--- config.mk ---
export PLATFORM = sky130hd
export DESIGN_NAME = pwr_seq_top
export DESIGN_NICKNAME = d
export VERILOG_FILES = /design/src/rtl/pwr_seq_pkg.sv /design/src/rtl/pwr_seq_sync.sv /design/src/rtl/pwr_seq_ctrl.sv /design/src/rtl/pwr_seq_dpath.sv /design/src/rtl/pwr_seq_top.sv
export SDC_FILE = /design/constraint.sdc
export NUM_CORES = 1
export LEC_CHECK = 0
export BUFFER_PORTS_ARGS = -buffer_cell sky130_fd_sc_hd__buf_4
export CAP_MARGIN = 40
export CORE_AREA = 2 2 64 66
export DETAILED_ROUTE_END_ITERATION = 12
export DIE_AREA = 0 0 66 68
export HOLD_SLACK_MARGIN = 0.1
export PLACE_DENSITY = 0.73
export REMOVE_ABC_BUFFERS = 1
export SLEW_MARGIN = 0
export SYNTH_ARGS = -nofsm -noshare
export SYNTH_HDL_FRONTEND = slang
export SYNTH_SLANG_ARGS = --single-unit
export TNS_END_PERCENT = 1
--- constraint.sdc ---
create_clock -name clk -period 1.5 [get_ports clk]
set_input_delay 0.075 -clock clk [delete_from_list [all_inputs] [get_ports clk]]
set_output_delay 0.075 -clock clk [all_outputs]
set_load 0.01 [all_outputs]
--- src/rtl/pwr_seq_pkg.sv ---
package pwr_seq_pkg;

  typedef enum logic [3:0] {
    ST_G3   = 4'd0,
    ST_G3S5 = 4'd1,
    ST_S5   = 4'd2,
    ST_S5S3 = 4'd3,
    ST_S3   = 4'd4,
    ST_S3S0 = 4'd5,
    ST_S0   = 4'd6,
    ST_S0S3 = 4'd7,
    ST_S3S5 = 4'd8,
    ST_S5G3 = 4'd9,
    ST_BOOT = 4'd15
  } pwrState_e;

  localparam logic [1:0] WL_OFF  = 2'd0;
  localparam logic [1:0] WL_SUSP = 2'd1;
  localparam logic [1:0] WL_ON   = 2'd2;

  // strobes from control to datapath
  typedef struct packed {
    logic railSet;
    logic railClr;
    logic tmoRun;
    logic evStart;
    logic evResume;
    logic evSuspend;
    logic evShutdown;
    logic wlOn;
    logic wlSusp;
    logic wlOff;
    logic inS0;
    logic reqOk;
    logic btnRelease;
  } ctlStrobe_t;

endpackage

--- src/rtl/pwr_seq_sync.sv ---
module pwr_seq_sync #(
  parameter int WIDTH  = 4,
  parameter int STAGES = 2
) (
  input  logic             clk,
  input  logic             rstN,
  input  logic [WIDTH-1:0] din,
  output logic [WIDTH-1:0] dout
);

  logic [WIDTH-1:0] chain [STAGES];

  always_ff @(posedge clk) begin
    if (!rstN) chain[0] <= '0;
    else       chain[0] <= din;
  end

  for (genvar s = 1; s < STAGES; s++) begin : g_stage
    always_ff @(posedge clk) begin
      if (!rstN) chain[s] <= '0;
      else       chain[s] <= chain[s-1];
    end
  end

  assign dout = chain[STAGES-1];

endmodule

--- src/rtl/pwr_seq_ctrl.sv ---
module pwr_seq_ctrl
  import pwr_seq_pkg::*;
#(
  parameter int SYNC_STAGES = 2
) (
  input  logic       clk,
  input  logic       rstN,
  input  logic       pwrOnReq,
  input  logic       warmStart,
  input  logic       stbyOk,
  input  logic       mainOk,
  input  logic       slpS5n,
  input  logic       slpS3n,
  input  logic       tmoHit,
  output pwrState_e  stateQ,
  output ctlStrobe_t ctl
);

  localparam int BW = $clog2(SYNC_STAGES + 1);

  logic [BW-1:0] bootCnt;
  logic          bootDone;
  pwrState_e     stateD;

  assign bootDone = (bootCnt == BW'(SYNC_STAGES));

  always_ff @(posedge clk) begin
    if (!rstN) begin
      stateQ  <= ST_BOOT;
      bootCnt <= '0;
    end else begin
      stateQ <= stateD;
      if (stateQ == ST_BOOT && !bootDone) bootCnt <= bootCnt + BW'(1);
    end
  end

  always_comb begin
    stateD = stateQ;
    ctl    = '0;
    ctl.inS0       = (stateQ == ST_S0);
    ctl.reqOk      = !(stateQ inside {ST_BOOT, ST_G3, ST_S5});
    ctl.btnRelease = (stateQ == ST_S5) || (stateQ == ST_G3);
    unique case (stateQ)
      ST_BOOT: if (bootDone) begin
        if (warmStart && mainOk) begin
          stateD = ST_S0;
          ctl.railSet = 1'b1;
        end else begin
          stateD = ST_G3;
          ctl.railClr = 1'b1;
        end
      end
      ST_G3: if (pwrOnReq) stateD = ST_G3S5;
      ST_G3S5: begin
        ctl.tmoRun = 1'b1;
        if (stbyOk) begin
          stateD = ST_S5;
          ctl.railSet = 1'b1;
        end else if (tmoHit) begin
          stateD = ST_G3;
          ctl.railClr = 1'b1;
        end else begin
          ctl.railSet = 1'b1;
        end
      end
      ST_S5: begin
        if (!stbyOk)     stateD = ST_S5G3;
        else if (slpS5n) stateD = ST_S5S3;
      end
      ST_S5S3: begin
        if (!stbyOk) stateD = ST_S5G3;
        else begin
          stateD = ST_S3;
          ctl.evStart = 1'b1;
        end
      end
      ST_S3: begin
        if (!stbyOk)      stateD = ST_S5G3;
        else if (slpS3n)  stateD = ST_S3S0;
        else if (!slpS5n) stateD = ST_S3S5;
      end
      ST_S3S0: begin
        if (!stbyOk) stateD = ST_S5G3;
        else begin
          stateD = ST_S0;
          ctl.evResume = 1'b1;
          ctl.wlOn     = 1'b1;
        end
      end
      ST_S0: begin
        if (!stbyOk)      stateD = ST_S5G3;
        else if (!slpS3n) stateD = ST_S0S3;
      end
      ST_S0S3: begin
        stateD = ST_S3;
        ctl.evSuspend = 1'b1;
        ctl.wlSusp    = 1'b1;
      end
      ST_S3S5: begin
        stateD = ST_S5;
        ctl.evShutdown = 1'b1;
        ctl.wlOff      = 1'b1;
      end
      ST_S5G3: begin
        stateD = ST_G3;
        ctl.railClr = 1'b1;
      end
      default: stateD = ST_G3;
    endcase
  end

endmodule

--- src/rtl/pwr_seq_dpath.sv ---
module pwr_seq_dpath
  import pwr_seq_pkg::*;
#(
  parameter int TMO_MS         = 100,
  parameter int POK_DLY_MS     = 1,
  parameter int RST_MS         = 32,
  parameter bit THR_ACTIVE_LOW = 1'b0
) (
  input  logic       clk,
  input  logic       rstN,
  input  logic       msTick,
  input  ctlStrobe_t ctl,
  input  logic       stbyOk,
  input  logic       mainOk,
  input  logic       warmRstReq,
  input  logic       forceOffReq,
  input  logic       throttleReq,
  output logic       tmoHit,
  output logic       railEn,
  output logic       rsmRstN,
  output logic       socPwrOk,
  output logic       sysRstN,
  output logic       pwrBtnReq,
  output logic [1:0] wireless,
  output logic       evStartup,
  output logic       evResume,
  output logic       evSuspend,
  output logic       evShutdown,
  output logic       throttleOut
);

  localparam int TW = $clog2(TMO_MS + 1);
  localparam int PW = $clog2(POK_DLY_MS + 1);
  localparam int RW = $clog2(RST_MS + 1);
  localparam logic [RW-1:0] RST_LAST = RW'(RST_MS - 1);

  logic [TW-1:0] tmoCnt;
  logic [PW-1:0] pokCnt;
  logic [RW-1:0] rstCnt;
  logic          pokQual;

  assign tmoHit  = (tmoCnt == TW'(TMO_MS));
  assign pokQual = stbyOk && mainOk;

  // rail enable, events, wireless
  always_ff @(posedge clk) begin
    if (!rstN) begin
      railEn     <= 1'b0;
      evStartup  <= 1'b0;
      evResume   <= 1'b0;
      evSuspend  <= 1'b0;
      evShutdown <= 1'b0;
      wireless   <= WL_OFF;
    end else begin
      if (ctl.railSet)      railEn <= 1'b1;
      else if (ctl.railClr) railEn <= 1'b0;
      evStartup  <= ctl.evStart;
      evResume   <= ctl.evResume;
      evSuspend  <= ctl.evSuspend;
      evShutdown <= ctl.evShutdown;
      if (ctl.wlOn)        wireless <= WL_ON;
      else if (ctl.wlSusp) wireless <= WL_SUSP;
      else if (ctl.wlOff)  wireless <= WL_OFF;
    end
  end

  // power-good relay and G3toS5 timeout
  always_ff @(posedge clk) begin
    if (!rstN) begin
      rsmRstN  <= 1'b0;
      socPwrOk <= 1'b0;
      pokCnt   <= '0;
      tmoCnt   <= '0;
    end else begin
      rsmRstN <= stbyOk;
      if (!pokQual) begin
        socPwrOk <= 1'b0;
        pokCnt   <= '0;
      end else if (!socPwrOk && msTick) begin
        if (pokCnt == PW'(POK_DLY_MS)) socPwrOk <= 1'b1;
        else                           pokCnt   <= pokCnt + PW'(1);
      end
      if (!ctl.tmoRun)             tmoCnt <= '0;
      else if (msTick && !tmoHit)  tmoCnt <= tmoCnt + TW'(1);
    end
  end

  // warm reset, forced shutdown, throttle
  always_ff @(posedge clk) begin
    if (!rstN) begin
      sysRstN     <= 1'b1;
      rstCnt      <= '0;
      pwrBtnReq   <= 1'b0;
      throttleOut <= THR_ACTIVE_LOW;
    end else begin
      if (sysRstN) begin
        if (ctl.reqOk && warmRstReq) begin
          sysRstN <= 1'b0;
          rstCnt  <= '0;
        end
      end else if (msTick) begin
        if (rstCnt == RST_LAST) sysRstN <= 1'b1;
        else                    rstCnt  <= rstCnt + RW'(1);
      end
      if (ctl.btnRelease)                pwrBtnReq <= 1'b0;
      else if (ctl.reqOk && forceOffReq) pwrBtnReq <= 1'b1;
      if (ctl.inS0) throttleOut <= throttleReq ^ THR_ACTIVE_LOW;
    end
  end

endmodule

--- src/rtl/pwr_seq_top.sv ---
module pwr_seq_top
  import pwr_seq_pkg::*;
#(
  parameter int SYNC_STAGES    = 2,
  parameter int TMO_MS         = 100,
  parameter int POK_DLY_MS     = 1,
  parameter int RST_MS         = 32,
  parameter bit THR_ACTIVE_LOW = 1'b0
) (
  input  logic       clk,
  input  logic       rstN,
  input  logic       msTick,
  input  logic       pwrOnReq,
  input  logic       warmStart,
  input  logic       stbyGood,
  input  logic       mainGood,
  input  logic       slpS5n,
  input  logic       slpS3n,
  input  logic       warmRstReq,
  input  logic       forceOffReq,
  input  logic       throttleReq,
  output logic       railEn,
  output logic       rsmRstN,
  output logic       socPwrOk,
  output logic       sysRstN,
  output logic       pwrBtnReq,
  output logic [1:0] wireless,
  output logic       evStartup,
  output logic       evResume,
  output logic       evSuspend,
  output logic       evShutdown,
  output logic       throttleOut,
  output logic [3:0] pwrState
);

  logic [3:0] syncOut;
  logic       stbyS, mainS, slpS5S, slpS3S, tmoHit;
  pwrState_e  stateQ;
  ctlStrobe_t ctl;

  pwr_seq_sync #(.WIDTH(4), .STAGES(SYNC_STAGES)) sync_i (
    .clk(clk), .rstN(rstN),
    .din({slpS3n, slpS5n, mainGood, stbyGood}),
    .dout(syncOut)
  );
  assign {slpS3S, slpS5S, mainS, stbyS} = syncOut;

  pwr_seq_ctrl #(.SYNC_STAGES(SYNC_STAGES)) ctrl_i (
    .clk(clk), .rstN(rstN), .pwrOnReq(pwrOnReq), .warmStart(warmStart),
    .stbyOk(stbyS), .mainOk(mainS), .slpS5n(slpS5S), .slpS3n(slpS3S),
    .tmoHit(tmoHit), .stateQ(stateQ), .ctl(ctl)
  );

  pwr_seq_dpath #(
    .TMO_MS(TMO_MS), .POK_DLY_MS(POK_DLY_MS), .RST_MS(RST_MS),
    .THR_ACTIVE_LOW(THR_ACTIVE_LOW)
  ) dpath_i (
    .clk(clk), .rstN(rstN), .msTick(msTick), .ctl(ctl),
    .stbyOk(stbyS), .mainOk(mainS), .warmRstReq(warmRstReq),
    .forceOffReq(forceOffReq), .throttleReq(throttleReq), .tmoHit(tmoHit),
    .railEn(railEn), .rsmRstN(rsmRstN), .socPwrOk(socPwrOk), .sysRstN(sysRstN),
    .pwrBtnReq(pwrBtnReq), .wireless(wireless), .evStartup(evStartup),
    .evResume(evResume), .evSuspend(evSuspend), .evShutdown(evShutdown),
    .throttleOut(throttleOut)
  );

  assign pwrState = stateQ;

endmodule

## Word level (Yosys, flattened, before mapping)

Memories as Yosys holds them, arrays and structs flattened.
Cells that the tools add are included.

- Register bits: 32
- Bits in writable memories: 8
- Input bits: 12
- Output and inout bits: 16
- Logic and storage cells: 119
- Memories: 1

Memories:

| memory | depth | bits a word | rd ports | clocked after Yosys merged registers in | write ports | RTL line | source |
|---|---|---|---|---|---|---|---|
| sync_i.chain | 2 | 4 | 2 | 0 | 2 | pwr_seq_sync.sv:11 | `logic [WIDTH-1:0] chain [STAGES];` |

- $add $sub $neg: 4
- Equal/unequal tests: 21
- Mux-type cells: 47
- Bitwise logic cells: 3
- Reduce and logical (&&, ||, !) cells: 26

Operator list:

| kind | count |
|---|---|
| $mux W4 | 15 |
| $pmux W4 S10 | 1 |
| $mux W6 | 4 |
| $mux W1 | 20 |
| $eq A4 B3 Y1 const B | 4 |
| $eq A4 B4 Y1 const B | 3 |
| $eq A4 B2 Y1 const B | 2 |
| $mux W2 | 4 |
| $reduce_and A2 Y1 | 4 |
| $add A7 B1 Y7 const B | 1 |
| $eq A7 B7 Y1 const B | 1 |
| $logic_and A1 B1 Y1 | 7 |
| $add A6 B1 Y6 const B | 1 |
| $eq A6 B5 Y1 const B | 1 |
| $ne A3 B3 Y1 const B | 2 |
| $reduce_and A6 Y1 | 1 |
| $reduce_bool A2 Y1 | 3 |
| $reduce_bool A3 Y1 | 2 |
| $eq A4 B1 Y1 const B | 1 |
| $logic_not A1 Y1 | 4 |
| $logic_not A4 Y1 | 1 |
| $ne A2 B1 Y1 const B | 2 |
| $ne A2 B2 Y1 const B | 2 |
| $ne A4 B4 Y1 const B | 1 |
| other kinds (12) | 14 |

## Logic depth before layout (Yosys ltp)

Gate-level depths: netlist of run 1.
An unclocked memory read counts as a cell.

- Depth after elaboration: 7
- Mapped depth: 6
- Gate-level depth less buffers: 6

## Modules after synthesis

Synthesis of run 1 repeated with hierarchy kept, for this count alone.

- Cell total of the unflattened synthesis: 230
- Area, all modules: 2013.2 um^2

By module, submodules not included:

| module | times used | cells each | area an instance (um^2) | seq. area each (um^2) |
|---|---|---|---|---|
| pwr_seq_dpath | 1 | 129 | 1181.1 | 520.5 |
| pwr_seq_ctrl | 1 | 85 | 621.8 | 120.1 |
| pwr_seq_sync | 1 | 16 | 210.2 | 160.2 |

## Least setup slack after synthesis of run 1

No wires, ideal clock.

- Path kind: flip-flop to flip-flop
- From: register dpath_i.tmoCnt[0]
- To: register ctrl_i.stateQ[3]
- Setup time: 93 ps
- Arrival time: 1530 ps
- Data required time: 1407 ps
- Setup slack: -124 ps
- Cell stages (with the launch flop): 7
- Path buffers: 0
- Clock period less this slack: 1624 ps
- Path through: dfxtp_1 > inv_1 > ha_1 > nand2b_1 > or2_1 > a2111o_1 > o311ai_2

- Longest elaborated chain between the ends: 3

RTL lines:

| what | RTL line | source |
|---|---|---|
| start, declared | pwr_seq_dpath.sv:37 | `logic [TW-1:0] tmoCnt;` |
| start signal, assigned | pwr_seq_dpath.sv:84 | `else if (msTick && !tmoHit) tmoCnt <= tmoCnt + TW'(1);` |
| $eq A7 B7 Y1 | pwr_seq_dpath.sv:42 | `assign tmoHit = (tmoCnt == TW'(TMO_MS));` |
| $ne A3 B2 Y1 (no source line) | -- |  |
| $reduce_and A6 Y1 (no source line) | -- |  |
| end signal, assigned | pwr_seq_ctrl.sv:32 | `stateQ <= stateD;` |
| end, declared | pwr_seq_ctrl.sv:15 | `output pwrState_e stateQ,` |

Every way passes these cells.
A chain may end at the register's enable or synchronous reset.

## Worst setup path after layout of run 1

- From: register dpath_i.tmoCnt[0]
- To: register ctrl_i.stateQ[1]

The elaborated chain is that of the path after synthesis.

==> results of run 1 <==
## synthesized netlist by cell type (all sizes together), types with 2 or more instances
| cell | number | area [sq um] |
|---|---|---|
| xor2 | 4 | 35.0 |
| nand3 | 5 | 25.0 |
| o21ai | 15 | 75.1 |
| nor3 | 7 | 35.0 |
| nor3b | 2 | 15.0 |
| nor2 | 22 | 82.6 |
| clkbuf | 6 | 22.5 |
| buf | 5 | 43.8 |
| dfxtp | 40 | 801 |
| and2 | 10 | 62.6 |
| o21a | 2 | 15.0 |
| xnor2 | 2 | 17.5 |
| and3 | 4 | 26.3 |
| a211oi | 3 | 22.5 |
| a21oi | 14 | 70.1 |
| nand4bb | 2 | 22.5 |
| nand4 | 3 | 18.8 |
| or2b | 2 | 15.0 |
| a31oi | 5 | 31.3 |
| nand4b | 4 | 35.0 |
| inv | 10 | 37.5 |
| o22ai | 3 | 18.8 |
| nand2b | 4 | 25.0 |
| nand2 | 14 | 52.6 |
| or2 | 3 | 18.8 |
| nand3b | 4 | 30.0 |
| ha | 4 | 50.1 |
| nor4 | 4 | 25.0 |
| mux2i | 4 | 40.0 |
## kinds of logic after synthesis
| kind of cell | Yosys count |
|---|---|
| adders and majority gates | 4 |
| DFF | 40 |
| xor gates and xnor gates | 6 |
| muxes | 4 |
| AOI/OAI and AO/OA | 46 |
| and+or+nand+nor | 95 |
| buffers and inverters | 21 |
## report_power, final
| group | internal (mW) | switching, mW |
|---|---|---|
| Combinational | 0.786 | 0.750 |
| Sequential | 1.21 | 0.153 |
| Clock | 0.409 | 0.354 |
| Total | 2.41 | 1.26 |
## cell type report
class | count | area [sq um] | area share
Sequential cell | 40 | 811 | 0.308
Multi-Input combinational cell | 155 | 996 | 0.379
Inverter | 10 | 37.5 | 0.0143
Timing Repair Buffer | 80 | 628 | 0.239
Tap cell | 50 | 62.6 | 0.0238
Clock buffer | 7 | 96.3 | 0.0366
## registers in the layout (all words and copies together), names as in the netlist, 2 cells and up
| name | flops |
|---|---|
| ctrl_i.stateQ | 4 |
| dpath_i.tmoCnt | 7 |
| dpath_i.wireless | 2 |
| ctrl_i.bootCnt | 2 |
| dpath_i.rstCnt | 6 |
| sync_i.chain | 8 |
## routing by layer
layer	vias to the layer above	GRT usage	part of all wire
met3	14	0.0411	0.048
li1	913	-	-
met2	54	0.379	0.49
met5	-	0	0
met1	829	0.262	0.44
met4	0	0.112	0.028
## per-stage QoR
step / hold slack (ns) / utilization / setup TNS, ns / power, mW / worst slack [ns]
after floorplan: 0.151 / - / -0.685 / 2.05 / -0.215
after global placement: 0.284 / 0.602 / -0.253 / 2.72 / -0.122
after detailed placement: 0.286 / 0.602 / -0.389 / 2.74 / -0.152
after CTS: 0.193 / 0.668 / -0.604 / 3.59 / -0.127
after global routing: 0.226 / 0.682 / -0.760 / 3.87 / -0.192
final: 0.219 / 0.682 / -0.531 / 3.66 / -0.148
## repair_timing
action                                  4_1_cts  5_1_grt
setup buffers                                 8        2
pin swaps                                     4        5
hold buffers                                  8        0
gates resized for setup                       7       16
endpoints found under the hold margin        11        0
gates cloned                                  0        0
endpoints found under the setup margin        5       19
## worst reg2reg max path, stage by stage, from the launching register on
cell and delay [ns]:
sky130_fd_sc_hd__dfxtp_2 0.33, sky130_fd_sc_hd__inv_2 0.07, sky130_fd_sc_hd__ha_4 0.14, sky130_fd_sc_hd__nand2b_4 0.05, sky130_fd_sc_hd__or2_1 0.25, sky130_fd_sc_hd__a2111o_1 0.42, sky130_fd_sc_hd__buf_6 0.15, sky130_fd_sc_hd__mux2i_1 0.10
## worst paths after layout
kind,start,to,depth (start not counted)
hold reg to reg,sync_i.chain[0][2],sync_i.chain[1][2],1
setup / recovery,dpath_i.tmoCnt[0],ctrl_i.stateQ[1],7
setup reg to reg,dpath_i.tmoCnt[0],ctrl_i.stateQ[1],7
hold / removal,warmStart,dpath_i.railEn,5
==> impl_summary.log, run 1 <==
INFO  metric worst-setup-path-type = reg2reg
INFO  metric layout_commonest_cell = sky130_fd_sc_hd__buf_4
INFO  metric failed_checks = negative setup slack
INFO  metric worst-endpoint-required = between 1.5 and 2 ns
INFO  metric dp_hpwl = just under 3000 um
INFO  metric cts_buffers = 5
INFO  metric clkLatencyLatePin = 0.29 ns
INFO  metric cts_tree = yes
INFO  metric cpMaxStageDelayCell = sky130_fd_sc_hd__a2111o_1
INFO  metric global_route_wire_length_before_repair = around 7400 um
INFO  metric via_count_of_the_first_global_routing_pass = around 1,700
INFO  metric critPathArrivalTime = ~1.8 ns
INFO  metric synth_edf_count = 0
INFO  metric initialDrtViolationCount = 84
INFO  metric ant_nets = 0
INFO  metric power.leakage = around 1.1 nW
INFO  metric postRouteWirelength = roughly 4700 um
INFO  metric endpoint_kind = flip-flop
INFO  metric cts-root-buf = sky130_fd_sc_hd__clkbuf_8
INFO  metric antenna_violations_before_repair = 0
INFO  metric timing.final.crit_share = 1.10
INFO  metric dominantRegCellSynth = sky130_fd_sc_hd__dfxtp_1
INFO  metric maxCapViolCount = 0
INFO  metric floorplan.initialDensity = 0.480
INFO  metric globalplace.congestion = approximately 0.84
INFO  metric nets = around 310
INFO  metric core_region_area = around 0.0039 sq mm
INFO  metric globalRouteTotalUtil = 0.219
INFO  metric flip_flop_and_latch_count_after_synthesis = 40
INFO  metric core.rowCount = 23
INFO  metric die_y = about 68 um
INFO  metric via_count_of_the_routed_design = 1,810
INFO  metric cp_cell_sequence = inv_2 > ha_4 > nand2b_4 > or2_1 > a2111o_1 > buf_6 > mux2i_1
INFO  metric cts_clock_pin_slew_for_the_worst_setup_and_hold_paths = ~0.070 ns
INFO  metric cts.sinks = 40
INFO  metric floorplan.io_pins = 28
INFO  metric synth-xor-area-share = 0.0284
INFO  metric drtPass1Iterations = 4
INFO  metric post-route-worst-setup-slack = -0.148 ns
INFO  metric gr-total-overflow = 0
INFO  metric setup_viol = 5
INFO  metric cts-root-to-sink-buffers = 2
INFO  metric die_width = 66 um
INFO  metric placement.io_buffers = 27
INFO  metric fmax = ~610 MHz
INFO  metric cpLargestDelayFamily = compound AO/OA/AOI/OAI gates
INFO  metric reg2reg_setup_slack = -0.15 ns
INFO  metric async_flop_share = 0
INFO  metric routed_wire_length_per_instance = 13.9 um
INFO  metric max-vdd-ir-drop = ~860 uV
INFO  metric final_period_minus_worst_setup_slack = 1.65 ns
INFO  metric synth.yosys.seq_area_share = 0.432
INFO  metric critPathMaxStageDelay = 0.42 ns
INFO  metric synth_compound_gate_area_share = 0.149
INFO  metric synth_cell_type_count = between 40 and 50
INFO  metric muxShareOfSynthArea = 0.0216
INFO  metric avgViaCountPerCell = 5.29
INFO  metric crit_path_start_kind = flip-flop
INFO  metric combinational_family_with_the_most_area_after_synthesis = simple AND/OR/NAND/NOR gates
INFO  metric commonest_cells_after_routing_fill_and_taps_aside = sky130_fd_sc_hd__buf_4 (70), sky130_fd_sc_hd__dfxtp_1 (34), sky130_fd_sc_hd__nor2_1 (21)
INFO  metric synthAdderAreaFrac = 0.0270
INFO  metric finalHoldViolCount = 0
INFO  metric antennaDiodeCount = 0
INFO  metric critical_path_peak_fanout = 3
INFO  metric cts-htree-levels = 2
INFO  metric fin_skew = a little under 0.006 ns
INFO  metric drt_drc_violations_left = 0
INFO  metric grt_start_max_net_pins = 20
INFO  metric layout.cell_area.non_filler = between 0.002 and 0.003 sq mm
INFO  metric final_layout_size_suffix_gt1_frac = 0.342
INFO  metric areaGrowthSynthToFinish = 42.1%
INFO  metric final_instance_count_without_filler_cells = roughly 340
INFO  metric rsz0062_at_grt = true
INFO  metric cp.buffers_inverters = 2
INFO  metric pwr_density_cell = about 1400 mW/mm^2
INFO  metric synth.avg_cell_area = between 8 and 9 sq um
INFO  metric run_status = complete, but fails checks
INFO  metric synth_simple_gate_area_frac = 0.285
INFO  metric dp.cells = 318
INFO  metric postSynthCellCount = around 220
INFO  metric fillers = slightly above 300
INFO  metric relSlewSlack = 0.683
INFO  metric post_dp_cell_area = about 0.0023 sq mm
INFO  metric worst_slew_pin_slew = around 0.47 ns
INFO  metric die_area = between 0.004 and 0.005 sq mm
INFO  metric mappedNetlistArea = 0.00185 sq mm
INFO  metric drv_slew = 0
INFO  metric synth-warning-count = 0
INFO  metric hold_path_class = in2reg
(Power assumes the default switching activity.)
==> run 2: changes to the inputs <==
--- a/config.mk
+++ b/config.mk
@@ -11,9 +11,8 @@
 export DETAILED_ROUTE_END_ITERATION = 12
 export DIE_AREA = 0 0 66 68
 export HOLD_SLACK_MARGIN = 0.1
-export PLACE_DENSITY = 0.73
+export PLACE_DENSITY = 0.77
 export REMOVE_ABC_BUFFERS = 1
-export SLEW_MARGIN = 0
 export SYNTH_ARGS = -nofsm -noshare
 export SYNTH_HDL_FRONTEND = slang
 export SYNTH_SLANG_ARGS = --single-unit
==> run 2 against run 1 <==
  * The run still ends with negative setup slack left
  * Combinational power decreased by 8%
  * Hold slack worse by 0.015 ns
  * Sequential cell count did not move
  * Sequential share of layout area rose by 1.2 points
  * Routed wire length decreased by 11%
  * First-iteration DRC count increased by 14%
==> impl_summary.log, run 2 (synthesized netlist as in run 1, its figures left out) <==
INFO  metric globalplace.congestion = 0.900 (+7.1%)
INFO  metric largest_register = sync_i.chain
INFO  metric cts-root-to-sink-buffers = 2 (unchanged)
INFO  metric timing.final.crit_share = 1.13 (+0.0349)
INFO  metric grt_start_max_net_pins = 23 (+15%)
INFO  metric reg2reg_setup_slack = -0.20 ns (-0.05 ns)
INFO  metric core.rowCount = 23 (unchanged)
INFO  metric cts-root-buf = sky130_fd_sc_hd__clkbuf_8
INFO  metric final_period_minus_worst_setup_slack = 1.70 ns (+0.0524 ns)
INFO  metric drv_slew = 0 (unchanged)
INFO  metric cpMaxStageDelayCell = sky130_fd_sc_hd__a2111o_1
INFO  metric setup_viol = 4 (-1)
INFO  metric critPathMaxStageDelay = 0.51 ns (+0.09 ns)
INFO  metric antennaDiodeCount = 0 (unchanged)
INFO  metric critPathArrivalTime = 1.91 ns (+0.10 ns)
INFO  metric placement.io_buffers = 27 (unchanged)
INFO  metric p_int = 2.31 mW (-3.9%)
INFO  metric post-route-worst-setup-slack = -0.201 ns (-0.0524 ns)
INFO  metric largest_register_ffs = 8 (unchanged)
INFO  metric cts_tree = yes
INFO  metric cts-htree-levels = 2 (unchanged)
INFO  metric final_instance_count_without_filler_cells = 330 (-3.5%)
INFO  metric ant_nets = 0 (unchanged)
INFO  metric layout_commonest_cell = sky130_fd_sc_hd__buf_4
INFO  metric worst-setup-path-type = reg2reg
INFO  metric globalRouteTotalUtil = 0.206 (-0.0138)
INFO  metric drtPass1Iterations = 4 (unchanged)
INFO  metric failed_checks = negative setup slack
INFO  metric pre_cts_slack = -0.174 ns (-0.0225 ns)
INFO  metric gr-total-overflow = 0 (unchanged)
INFO  metric critical_path_peak_fanout = 4 (+1)
INFO  metric pwr-share-clk = 0.218 (+0.010)
INFO  metric hold_path_class = in2reg
INFO  metric run_status = complete, but fails checks
INFO  metric layout.cell_area.non_filler = 0.00251 sq mm (-4.5%)
INFO  metric commonest_cells_after_routing_fill_and_taps_aside = sky130_fd_sc_hd__buf_4 (60), sky130_fd_sc_hd__dfxtp_1 (38), sky130_fd_sc_hd__nor2_1 (22)
INFO  metric cts_buffers = 5 (unchanged)
INFO  metric fillers = 334 (+8.4%)
INFO  metric floorplan.io_pins = 28 (unchanged)
INFO  metric postRouteWirelength = 4210 um (-11%)
INFO  metric logic_depth_of_the_worst_register_to_register_path = 6 (-1)
INFO  metric nets = 296 (-3.9%)
INFO  metric worst_slew_pin_slew = 0.312 ns (-0.159 ns)
INFO  metric cts_clock_pin_slew_for_the_worst_setup_and_hold_paths = 0.08 ns (about the same)
INFO  metric dp_hpwl = 2910 um (-2.3%)
INFO  metric cts.sinks = 40 (unchanged)
INFO  metric power.total = 3.51 mW (-4.1%)
INFO  metric power_switching_share = 0.341 (-0.00146)
INFO  metric maxCapViolCount = 0 (unchanged)
INFO  metric global_route_wire_length_before_repair = 6990 um (-5.9%)
INFO  metric avgViaCountPerCell = 5.21 (-1.6%)
INFO  metric largest_registers = sync_i.chain x8, dpath_i.tmoCnt x7, dpath_i.rstCnt x6
INFO  metric pwr_density_cell = 1400 mW/mm^2 (+0.43%)
INFO  metric areaGrowthSynthToFinish = 35.7%
INFO  metric dp.cells = 314 (-1.3%)
INFO  metric reg_power_frac = 0.379 (+0.006)
INFO  metric rsz0062_at_grt = true
INFO  metric fin_skew = 0.00632 ns (+0.000511 ns)
INFO  metric drt_drc_violations_left = 0 (unchanged)
INFO  metric post_dp_cell_area = 0.00229 sq mm (-1.3%)
INFO  metric die_y = 68 um (unchanged)
INFO  metric floorplan.initialDensity = 0.480 (unchanged)
INFO  metric worst_r2r_startpoint = dpath_i.tmoCnt[0]
INFO  metric crit_path_start_kind = flip-flop
INFO  metric via_count_of_the_first_global_routing_pass = 1,581 (-4.8%)
INFO  metric via_count_of_the_routed_design = 1,719 (-5.0%)
INFO  metric die_area = 0.00449 sq mm (unchanged)
INFO  metric critical_path.endpoint = ctrl_i.stateQ[3]
INFO  metric antenna_violations_before_repair = 0 (unchanged)
INFO  metric final_layout_size_suffix_gt1_frac = 0.296 (-0.0460)
INFO  metric cp_cell_sequence = inv_2 > ha_4 > nand2b_4 > or2_4 > a2111o_1 > o311ai_2
INFO  metric power.leakage = 1.03 nW (-6.1%)
INFO  metric origin_of_the_worst_min_delay_path = warmStart
INFO  metric endpoint_kind = flip-flop
INFO  metric initialDrtViolationCount = 96 (+14%)
INFO  metric max-vdd-ir-drop = 870 uV (+1.2%)
INFO  metric worst-endpoint-required = 1.71 ns (+0.05 ns)
INFO  metric fmax = 588 MHz (-3.1%)
INFO  metric die_width = 66 um (unchanged)
INFO  metric worst_r2r_endpoint = ctrl_i.stateQ[3]
INFO  metric relSlewSlack = 0.791 (+0.107)
INFO  metric routed_wire_length_per_instance = 12.7 um (-8.1%)
INFO  metric startpoint = dpath_i.tmoCnt[0]
INFO  metric combPwrFrac = 0.403 (-0.016)
INFO  metric finalHoldViolCount = 0 (unchanged)
INFO  metric core_region_area = 0.00386 sq mm (unchanged)
INFO  metric power_switching = 1.20 mW (-4.5%)
INFO  metric clkLatencyLatePin = 0.30 ns (about the same)
run 2: stage by stage:
stage          utilization  hold WS (ns)  setup TNS [ns]
2_1_floorplan            -         0.151          -0.685
5_1_grt              0.652         0.254           -1.67
4_1_cts              0.640         0.186          -0.515
3_3_place_gp         0.594         0.283          -0.218
3_5_place_dp         0.594         0.287          -0.485
6_report             0.652         0.204          -0.530
run 2: critical path, delay by kind of cell (launching register included):
family | cells | cell delay [ns]
flops | 1 | 0.33
fa+ha+maj | 1 | 0.13
buf+inv | 1 | 0.07
compound gates | 2 | 0.80
simple gates | 2 | 0.28
run 2: cell type report:
cell class              count  area [sq um]  area share
clock buffers               7          96.3      0.0383
inverters                  10          37.5      0.0149
multi-input cells         155           982       0.391
flip-flops and latches     40           803       0.320
well taps                  50          62.6      0.0249
repair buffers             68           531       0.211
run 2: metal layers:
metal | GRT usage | share of wire | wire length, um
met5 | 0 | 0 | 0
met4 | 0.0663 | 0.014 | 58
met3 | 0.0493 | 0.036 | 152
met2 | 0.354 | 0.48 | 2020
met1 | 0.256 | 0.47 | 1980
run 2: repair_timing:
| item | 4_1_cts | 5_1_grt |
|---|---|---|
| hold buffers | 8 | 0 |
| buffers inserted | 0 | 1 |
| endpoints found under the hold margin | 11 | 0 |
| gates resized for setup | 2 | 12 |
| setup endpoints to repair | 5 | 17 |
| pin swaps | 0 | 4 |
run 2: how the worst min path moves through the flow:
stage	endpoint	cells after the start	slack [ns]
after floorplan	dpath_i.sysRstN	1	0.15
after global placement	sync_i.chain[0][3]	2	0.28
after detailed placement	sync_i.chain[0][3]	2	0.29
after CTS	dpath_i.railEn	5	0.19
after global routing	dpath_i.railEn	5	0.25
final	dpath_i.railEn	5	0.20
run 2: power groups by stage:
stage                     clock (mW)  sequential (mW)  combinational (mW)
after floorplan                    0             1.47               0.581
after global placement             0             1.35                1.35
after detailed placement           0             1.35                1.37
after CTS                      0.790             1.33                1.40
after global routing           0.822             1.36                1.55
final                          0.765             1.33                1.42
==> run 3: changes to the inputs <==
--- a/config.mk
+++ b/config.mk
@@ -5,13 +5,13 @@
 export SDC_FILE = /design/constraint.sdc
 export NUM_CORES = 1
 export LEC_CHECK = 0
-export BUFFER_PORTS_ARGS = -buffer_cell sky130_fd_sc_hd__buf_4
 export CAP_MARGIN = 40
-export CORE_AREA = 2 2 64 66
+export CORE_AREA = 2 2 61 63
 export DETAILED_ROUTE_END_ITERATION = 12
-export DIE_AREA = 0 0 66 68
+export DIE_AREA = 0 0 63 65
+export DONT_BUFFER_PORTS = 1
 export HOLD_SLACK_MARGIN = 0.1
-export PLACE_DENSITY = 0.77
+export PLACE_DENSITY = 0.76
 export REMOVE_ABC_BUFFERS = 1
 export SYNTH_ARGS = -nofsm -noshare
 export SYNTH_HDL_FRONTEND = slang
==> run 3 against run 2 <==
  * The run still ends with negative setup slack left
  * Clock skew increased by 0.0069 ns
  * Sequential cell count unchanged
  * Core utilization increased by 4.0 points
  * Die area decreased by 8.8%
  * Critical path depth increased by 1
  * Largest power group unchanged
==> impl_summary.log, run 3 (synthesized netlist as in run 1, its figures left out) <==
INFO  metric hold_path_class = in2reg
INFO  metric endpoint_kind = flip-flop
INFO  metric die_width = 63 um (-4.5%)
INFO  metric cts-root-to-sink-buffers = 2 (unchanged)
INFO  metric gr-total-overflow = 0 (unchanged)
INFO  metric rsz0062_at_grt = true
INFO  metric core.rowCount = 22 (-4.3%)
INFO  metric die_y = 65 um (-4.4%)
INFO  metric ant_nets = 0 (unchanged)
INFO  metric avgViaCountPerCell = 5.38 (+3.3%)
INFO  metric cp.buffers_inverters = 2 (+1)
INFO  metric worst-endpoint-required = 1.73 ns (+0.02 ns)
INFO  metric drtPass1Iterations = 4 (unchanged)
INFO  metric final_period_minus_worst_setup_slack = 1.62 ns (-0.0844 ns)
INFO  metric drt_drc_violations_left = 0 (unchanged)
INFO  metric worst_slew_pin_slew = 0.529 ns (+0.217 ns)
INFO  metric pwr-share-clk = 0.205 (-0.013)
INFO  metric power_switching_share = 0.351 (+0.00927)
INFO  metric cts.sinks = 40 (unchanged)
INFO  metric largest_register = sync_i.chain
INFO  metric finalHoldViolCount = 0 (unchanged)
INFO  metric cts_buffers = 5 (unchanged)
INFO  metric worst_hold_path.num_cells = 3 (-2)
INFO  metric pre_cts_slack = -0.154 ns (+0.0200 ns)
INFO  metric setup_viol = 5 (+1)
INFO  metric fmax = 619 MHz (+5.2%)
INFO  metric relSlewSlack = 0.644 (-0.147)
INFO  metric antennaDiodeCount = 0 (unchanged)
INFO  metric failed_checks = negative setup slack
INFO  metric worst-setup-path-type = reg2reg
INFO  metric reg_power_frac = 0.395 (+0.016)
INFO  metric cts-root-buf = sky130_fd_sc_hd__clkbuf_4
INFO  metric power_switching = 1.22 mW (+2.0%)
INFO  metric postRouteWirelength = 4300 um (+2.2%)
INFO  metric critical_path_peak_fanout = 3 (-1)
INFO  metric max-vdd-ir-drop = 1010 uV (+17%)
INFO  metric final.setup.tns = -0.416 ns (+0.113 ns)
INFO  metric cts-htree-levels = 2 (unchanged)
INFO  metric final_instance_count_without_filler_cells = 318 (-3.6%)
INFO  metric via_count_of_the_routed_design = 1,711 (-0.47%)
INFO  metric floorplan.initialDensity = 0.530 (+0.0495)
INFO  metric core_region_area = 0.00350 sq mm (-9.3%)
INFO  metric power.total = 3.49 mW (-0.68%)
INFO  metric maxCapViolCount = 0 (unchanged)
INFO  metric area.sequential = 810 sq um (+0.78%)
INFO  metric globalplace.congestion = 0.853 (-5.2%)
INFO  metric clkLatencyLatePin = 0.35 ns (+0.05 ns)
INFO  metric cts_clock_pin_slew_for_the_worst_setup_and_hold_paths = 0.13 ns (+0.05 ns)
INFO  metric initialDrtViolationCount = 80 (-17%)
INFO  metric reg2reg_setup_slack = -0.12 ns (+0.08 ns)
INFO  metric post_dp_cell_area = 0.00212 sq mm (-7.6%)
INFO  metric antenna_violations_before_repair = 0 (unchanged)
INFO  metric drv_slew = 0 (unchanged)
INFO  metric dp.cells = 289 (-8.0%)
INFO  metric critPathMaxStageDelay = 0.42 ns (-0.09 ns)
INFO  metric nets = 285 (-3.7%)
INFO  metric dp_hpwl = 2820 um (-3.1%)
INFO  metric layout_commonest_cell = sky130_fd_sc_hd__buf_4
INFO  metric placement.io_buffers = 0 (-100%)
INFO  metric grt_start_max_net_pins = 23 (unchanged)
INFO  metric cts_tree = yes
INFO  metric cpLargestDelayFamily = compound AO/OA/AOI/OAI gates
INFO  metric pwr_density_cell = 1440 mW/mm^2 (+3.2%)
INFO  metric combPwrFrac = 0.400 (-0.003)
INFO  metric largest_registers = sync_i.chain x8, dpath_i.tmoCnt x7, dpath_i.rstCnt x6
INFO  metric critPathArrivalTime = 1.85 ns (-0.06 ns)
INFO  metric areaGrowthSynthToFinish = 30.6%
INFO  metric worst_path_depth = 7 (+1)
INFO  metric cpMaxStageDelayCell = sky130_fd_sc_hd__a2111o_1
INFO  metric cp_cell_sequence = inv_2 > ha_1 > nand2b_1 > or2_1 > a2111o_1 > buf_6 > mux2i_1
INFO  metric logic_depth_of_the_worst_register_to_register_path = 7 (+1)
INFO  metric globalRouteTotalUtil = 0.221 (+0.0154)
INFO  metric routed_wire_length_per_instance = 13.5 um (+6.1%)
INFO  metric fin_skew = 0.0132 ns (+0.00687 ns)
INFO  metric largest_register_ffs = 8 (unchanged)
INFO  metric floorplan.io_pins = 28 (unchanged)
INFO  metric post-route-worst-setup-slack = -0.116 ns (+0.0844 ns)
INFO  metric final_layout_size_suffix_gt1_frac = 0.226 (-0.0705)
INFO  metric commonest_cells_after_routing_fill_and_taps_aside = sky130_fd_sc_hd__buf_4 (38), sky130_fd_sc_hd__dfxtp_1 (35), sky130_fd_sc_hd__nor2_1 (21)
INFO  metric multiInputGateArea = 955 sq um (-2.8%)
INFO  metric crit_path_start_kind = flip-flop
INFO  metric power.leakage = 0.948 nW (-7.7%)
INFO  metric timing.final.crit_share = 1.08 (-0.0562)
INFO  metric p_int = 2.27 mW (-2.1%)
INFO  metric via_count_of_the_first_global_routing_pass = 1,605 (+1.5%)
INFO  metric run_status = complete, but fails checks
INFO  metric layout.cell_area.non_filler = 0.00242 sq mm (-3.7%)
INFO  metric fillers = 292 (-13%)
INFO  metric die_area = 0.00410 sq mm (-8.8%)
INFO  metric global_route_wire_length_before_repair = 7110 um (+1.7%)
run 3: cell types whose count changed in the layout (fill, tap and decap cells not counted), sizes merged:
cell,change
dlygate4sd3,+10
clkinv,+1
clkbuf,-2
buf,-21
bufinv,+1
clkinvlp,+1
run 3: per-layer routing:
metal	share of wire	track usage	vias to the layer above
met3	0.025	0.0503	2
met2	0.50	0.375	29
met1	0.47	0.275	810
met4	0.0044	0.0778	0
met5	0	0	-
li1	-	-	870
run 3: final cells by class:
type	instances	area share
tap	48	0.0248
multi-input combinational	155	0.395
timing repair buffer	57	0.197
clock inverter	3	0.0176
clock buffer	5	0.0155
inverter	10	0.0155
sequential	40	0.335
run 3: worst min-delay path, cell delays in order:
cell and delay, ns:
sky130_fd_sc_hd__o21ai_0 0.19, sky130_fd_sc_hd__xnor2_1 0.09, sky130_fd_sc_hd__nor2_1 0.07
run 3: repair_timing:
action                                  4_1_cts  5_1_grt
endpoints found under the hold margin        32       18
endpoints found under the setup margin        6       24
gates resized for setup                       3        8
hold buffers                                 18        1
buffers inserted                              1        2
pin swaps                                     3        2
run 3: path summary, 6_finish.rpt:
path                          start           endpoint
setup reg to reg  dpath_i.tmoCnt[0]   ctrl_i.stateQ[1]
hold reg to reg      dpath_i.pokCnt     dpath_i.pokCnt
setup / recovery  dpath_i.tmoCnt[0]   ctrl_i.stateQ[1]
hold / removal               msTick  dpath_i.tmoCnt[0]
run 3: power groups by stage:
stage | clock network, mW | logic (mW) | registers, mW
2_1_floorplan | 0 | 0.581 | 1.47
3_3_place_gp | 0 | 1.25 | 1.38
3_5_place_dp | 0 | 1.27 | 1.39
4_1_cts | 0.730 | 1.35 | 1.36
5_1_grt | 0.784 | 1.50 | 1.40
6_report | 0.715 | 1.40 | 1.38
run 3: through the flow:
step / hold WS [ns] / util
finish: 0.122 / 0.692
global route: 0.128 / 0.692
CTS: -0.209 / 0.683
detailed placement: 0.167 / 0.605
global placement: 0.157 / 0.605
floorplan: 0.151 / -
